File: config.mk
export PLATFORM = sky130hd
export DESIGN_NAME = scanline_irq_counter
export DESIGN_NICKNAME = d
export VERILOG_FILES = /design/src/rtl/scanline_irq_pkg.sv /design/src/rtl/a12_rise_filter.sv /design/src/rtl/irq_reg_decode.sv /design/src/rtl/irq_count_fsm.sv /design/src/rtl/scanline_irq_counter.sv
export SDC_FILE = /design/constraint.sdc
export NUM_CORES = 1
export LEC_CHECK = 0
export BUFFER_PORTS_ARGS = -buffer_cell sky130_fd_sc_hd__buf_2
export CAP_MARGIN = 20
export CELL_PAD_IN_SITES_DETAIL_PLACEMENT = 1
export CELL_PAD_IN_SITES_GLOBAL_PLACEMENT = 1
export CORE_UTILIZATION = 36
export CTS_CLUSTER_SIZE = 10
export DETAILED_ROUTE_END_ITERATION = 6
export PLACE_DENSITY = 0.8
export SYNTH_ARGS = -nofsm -noshare
export SYNTH_HDL_FRONTEND = slang
export SYNTH_HIERARCHICAL = 1
export SYNTH_SLANG_ARGS = --single-unit
export TNS_END_PERCENT = 1
File: constraint.sdc
create_clock -name clk -period 2.1 [get_ports clk]
set_clock_uncertainty 0.05 [all_clocks]
set_input_delay 0.105 -clock clk [delete_from_list [all_inputs] [get_ports clk]]
set_output_delay 0.105 -clock clk [all_outputs]
set_load 0.02 [all_outputs]
File: src/rtl/scanline_irq_pkg.sv
package scanline_irq_pkg;

    // Enable and pending flags, kept as one state.
    typedef enum logic [1:0] {
        ST_IDLE       = 2'b00,
        ST_ARMED      = 2'b01,
        ST_FIRED      = 2'b10,
        ST_ARMED_PEND = 2'b11
    } irq_state_e;

    // Decoded CPU register action.
    typedef enum logic [2:0] {
        OP_NONE  = 3'd0,
        OP_ACK   = 3'd1,
        OP_ARM   = 3'd2,
        OP_LOAD  = 3'd3,
        OP_OTHER = 3'd4
    } reg_op_e;

endpackage

File: src/rtl/a12_rise_filter.sv
module a12_rise_filter #(
    parameter int LOW_TICKS = 3
) (
    input  logic clk,
    input  logic rst_n,
    input  logic a12,
    input  logic tick,
    output logic rise
);
    localparam int CW = $clog2(LOW_TICKS + 1);
    localparam logic [CW-1:0] LOW_MAX = CW'(LOW_TICKS);

    logic          a12_q;
    logic [CW-1:0] low_cnt;

    always_ff @(posedge clk or negedge rst_n) begin
        if (!rst_n) begin
            a12_q   <= 1'b0;
            low_cnt <= '0;
        end else begin
            a12_q <= a12;
            if (a12) begin
                low_cnt <= '0;
            end else if (tick && (low_cnt != LOW_MAX)) begin
                low_cnt <= low_cnt + 1'b1;
            end
        end
    end

    // A low-to-high step counts only after a long enough low phase.
    always_comb begin
        rise = a12 && !a12_q && (low_cnt >= LOW_MAX);
    end

endmodule

File: src/rtl/irq_reg_decode.sv
module irq_reg_decode
    import scanline_irq_pkg::*;
#(
    parameter int         ADDR_W   = 16,
    parameter logic [3:0] PAGE     = 4'hC,
    parameter logic [2:0] ACK_SEL  = 3'd2,
    parameter logic [2:0] ARM_SEL  = 3'd3,
    parameter logic [2:0] LOAD_SEL = 3'd5
) (
    input  logic [ADDR_W-1:0] cpu_addr,
    input  logic              cpu_we,
    output reg_op_e           op
);
    logic       page_hit;
    logic [2:0] sel;

    always_comb begin
        page_hit = cpu_we && (cpu_addr[ADDR_W-1 -: 4] == PAGE);
        sel      = cpu_addr[2:0];
        if (!page_hit) begin
            op = OP_NONE;
        end else if (sel == ACK_SEL) begin
            op = OP_ACK;
        end else if (sel == ARM_SEL) begin
            op = OP_ARM;
        end else if (sel == LOAD_SEL) begin
            op = OP_LOAD;
        end else begin
            op = OP_OTHER;
        end
    end

endmodule

File: src/rtl/irq_count_fsm.sv
module irq_count_fsm
    import scanline_irq_pkg::*;
#(
    parameter int CNT_W = 8
) (
    input  logic             clk,
    input  logic             rst_n,
    input  reg_op_e          op,
    input  logic [CNT_W-1:0] wr_data,
    input  logic             rise,
    output logic [CNT_W-1:0] cnt,
    output logic             armed,
    output logic             pending
);
    irq_state_e       state_q, state_d;
    logic [CNT_W-1:0] cnt_q, cnt_d;
    logic             edge_ok;
    logic             is_armed;
    logic             fire_now;

    // State register.
    always_ff @(posedge clk or negedge rst_n) begin
        if (!rst_n) begin
            state_q <= ST_IDLE;
            cnt_q   <= '0;
        end else begin
            state_q <= state_d;
            cnt_q   <= cnt_d;
        end
    end

    // Next state and next count.
    always_comb begin
        // A register write in the same cycle wins over the rise.
        edge_ok  = rise && (op == OP_NONE);
        is_armed = (state_q == ST_ARMED) || (state_q == ST_ARMED_PEND);
        fire_now = (cnt_q == CNT_W'(0)) || (cnt_q == CNT_W'(1));
        state_d  = state_q;
        cnt_d    = cnt_q;

        unique case (state_q)
            ST_IDLE: begin
                if (op == OP_ARM) state_d = ST_ARMED;
            end
            ST_ARMED: begin
                if (op == OP_ACK)               state_d = ST_IDLE;
                else if (edge_ok && fire_now)   state_d = ST_FIRED;
            end
            ST_FIRED: begin
                if (op == OP_ACK)               state_d = ST_IDLE;
                else if (op == OP_ARM)          state_d = ST_ARMED_PEND;
            end
            ST_ARMED_PEND: begin
                if (op == OP_ACK)               state_d = ST_IDLE;
                else if (edge_ok && fire_now)   state_d = ST_FIRED;
            end
        endcase

        if (op == OP_LOAD) begin
            cnt_d = wr_data;
        end else if (edge_ok && is_armed && (cnt_q != CNT_W'(0))) begin
            cnt_d = cnt_q - 1'b1;
        end
    end

    // Outputs decoded from the state.
    always_comb begin
        unique case (state_q)
            ST_IDLE:       begin armed = 1'b0; pending = 1'b0; end
            ST_ARMED:      begin armed = 1'b1; pending = 1'b0; end
            ST_FIRED:      begin armed = 1'b0; pending = 1'b1; end
            ST_ARMED_PEND: begin armed = 1'b1; pending = 1'b1; end
        endcase
        cnt = cnt_q;
    end

endmodule

File: src/rtl/scanline_irq_counter.sv
module scanline_irq_counter
    import scanline_irq_pkg::*;
#(
    parameter int         ADDR_W    = 16,
    parameter int         DATA_W    = 8,
    parameter int         CNT_W     = 8,
    parameter int         LOW_TICKS = 3,
    parameter logic [3:0] PAGE      = 4'hC
) (
    input  logic              clk,
    input  logic              rst_n,
    input  logic [ADDR_W-1:0] cpu_addr,
    input  logic [DATA_W-1:0] cpu_data,
    input  logic              cpu_we,
    input  logic              cpu_tick,
    input  logic              ppu_a12,
    output logic              irq
);
    reg_op_e          op;
    logic             rise;
    logic [CNT_W-1:0] cnt_q;
    logic             armed;
    logic             pending;

    a12_rise_filter #(
        .LOW_TICKS(LOW_TICKS)
    ) u_filter (
        .clk  (clk),
        .rst_n(rst_n),
        .a12  (ppu_a12),
        .tick (cpu_tick),
        .rise (rise)
    );

    irq_reg_decode #(
        .ADDR_W(ADDR_W),
        .PAGE  (PAGE)
    ) u_decode (
        .cpu_addr(cpu_addr),
        .cpu_we  (cpu_we),
        .op      (op)
    );

    irq_count_fsm #(
        .CNT_W(CNT_W)
    ) u_fsm (
        .clk    (clk),
        .rst_n  (rst_n),
        .op     (op),
        .wr_data(cpu_data[CNT_W-1:0]),
        .rise   (rise),
        .cnt    (cnt_q),
        .armed  (armed),
        .pending(pending)
    );

    assign irq = pending;

endmodule

==> flow_metrics.tcl <==
set metrics [dict create \
    setup_viol 0 \
    die_w_um 52.2 \
    grt_use_total_pct 19.7 \
    hold_viol_final 0 \
    start_util_pct 39.5 \
    first_iter_violations 15 \
    ys.warnings.count 6 \
    cts.clk_slew.worst_paths_ps 90 \
    hp-class "input port to flop" \
    min_period_ps 1980 \
    worstSkewPairLatency_ps 280 \
    syn-num-nets 132 \
    cp.required_ps 2220 \
    max_freq_mhz 505 \
    portBuffers 20 \
    setup.worst_path.class "flop to flop" \
    ant_nets 0 \
    synth_cells 99 \
    rsz0062_at_grt "true" \
    cts-root-buf "clkbuf_4" \
    grt_max_degree 14 \
    synth_area_um2 908 \
    path_buf_inv 1 \
    cellPowerDensity_nw_per_um2 446 \
    grt_pass1_vias 883 \
    cts_num_sinks 13 \
    grt_pass1_wl_um 3930 \
    cts_post_setup_buffers_inserted 0 \
    fin_crit_sh_pct 94.3 \
    avgSynthCellArea_um2 9.18 \
    status "finished clean" \
    cts_tree "yes" \
    critPathMaxFanout 4 \
    tightestPinTransition_ps 384 \
    crit_path_end_kind "flop" \
    areaGrowthSynthToFinish_pct 29.9 \
    crit_path_start_kind "flop" \
    wl_per_cell_um 14.4 \
    fin_tns_setup_ps 0 \
    die_area_um2 2730 \
    drc 0 \
    dr.pass1.iters 4 \
    antenna_found_initial 0 \
    finalHoldWorstSlack_ps 23.2 \
    fp.coreArea_um2 2300 \
    route.final.wire_length_um 2320 \
    final_nets 167 \
    cts_buffers 3 \
    fp.dieH_um 52.2 \
    drt-vias-per-instance 5.40 \
    drive_gt1_share_pct 33.1 \
    p_leak_nw 0.535 \
    slowest_delay_ps 420 \
    peakVddDrop_v 0.000377 \
    drv_slew 0 \
    utilization_pct 51.4 \
    maxCapViolCount 0 \
    worstPathCellList "inv_2 > ha_2 > or2b_2 > o311a_4 > or2_0 > a22o_1" \
    n_antenna_cell 0 \
    crit_family "compound AO/OA/AOI/OAI gates" \
    row_count 17 \
    place_hpwl_um 1850 \
    num_vias 869 \
    cp_slowest_cell "dfrtp_1" \
    slew_headroom_pct 74.1 \
    ctsHtreeMaxLevel 1 \
    critPathArrivalTime_ps 2090 \
    place_congestion 0.758 \
    pin_count 30 \
    cts_max_path_buffers 2 \
    grt-ovfl-total 0 \
]
final cells by class:
class / instances / area (um2)
fillers: 286 / 1120
multi-input cells: 79 / 568
flip-flops and latches: 13 / 325
repair buffers: 33 / 210
well taps: 28 / 35.0
clock buffers: 4 / 26.3
inverters: 4 / 15.0
worst min-delay path, cell delays in order:
cell	delay, ps
buf_2	80
nor2_1	40
a21oi_1	100
stage by stage:
step	instances	setup WS [ps]	power, mW	area [um2]
after floorplan	99	80.5	0.326	908
after global placement	152	137	0.360	1090
after detailed placement	152	99.7	0.366	1090
after CTS	160	76.2	0.535	1160
after global routing	161	-10.5	0.566	1180
final	161	120	0.527	1180
sequential cells by signal, summed over array words and instances (netlist names):
signal and flops:
u_fsm/state_q 2, u_filter/a12_q 1, u_filter/low_cnt 2, u_fsm/cnt 8
where the power goes:
group          switching (mW)  internal (mW)
clock network          0.0845         0.0736
logic                  0.0392         0.0493
registers              0.0133          0.267
total                   0.137          0.390
cells in the final DEF (no fill, tap or decap), drive strengths merged, types with 2 or more instances in the layout:
| cell type | count |
|---|---|
| xnor2 | 2 |
| nand2b | 2 |
| ha | 4 |
| nor3 | 3 |
| nor2 | 14 |
| nor2b | 3 |
| dfrtp | 13 |
| nor4b | 2 |
| nand4b | 2 |
| buf | 28 |
| dlygate4sd3 | 5 |
| or3 | 2 |
| a21oi | 4 |
| a31oi | 3 |
| or2 | 2 |
| clkbuf | 4 |
| nand3 | 3 |
| o21ai | 7 |
| inv | 4 |
| and3b | 2 |
| nand2 | 4 |
worst paths after layout:
check | from | endpoint | slack (ps) | depth (start not counted)
hold reg to reg | u_fsm/state_q[1]$_DFFE_PN0P_ | u_fsm/state_q[1]$_DFFE_PN0P_ | 500 | 1
max in group asynchronous | rst_n | u_filter/low_cnt[0]$_DFFE_PN0P_ | 1570 | 2
min in group asynchronous | rst_n | u_fsm/cnt[5]$_DFFE_PN0P_ | 190 | 2
setup reg to reg | u_fsm/cnt[1]$_DFFE_PN0P_ | u_fsm/cnt[1]$_DFFE_PN0P_ | 120 | 6
hold / removal | cpu_data[5] | u_fsm/cnt[5]$_DFFE_PN0P_ | 20 | 3
setup / recovery | u_fsm/cnt[1]$_DFFE_PN0P_ | u_fsm/cnt[1]$_DFFE_PN0P_ | 120 | 6
timing repair:
item,in CTS,in global routing
setup endpoints to repair,0,3
resized for setup,0,4
hold buffers,4,1
hold endpoints to repair,16,1
metal layers:
layer | track usage [%] | vias to the layer above | routed length (um)
met1 | 25.6 | 422 | 1120
met5 | 0 | - | 0
met3 | 6.09 | 0 | 72
met4 | 1.32 | 0 | 0
li1 | - | 433 | -
met2 | 33.5 | 14 | 1120
No activity file was read; power rests on OpenSTA's default activity.
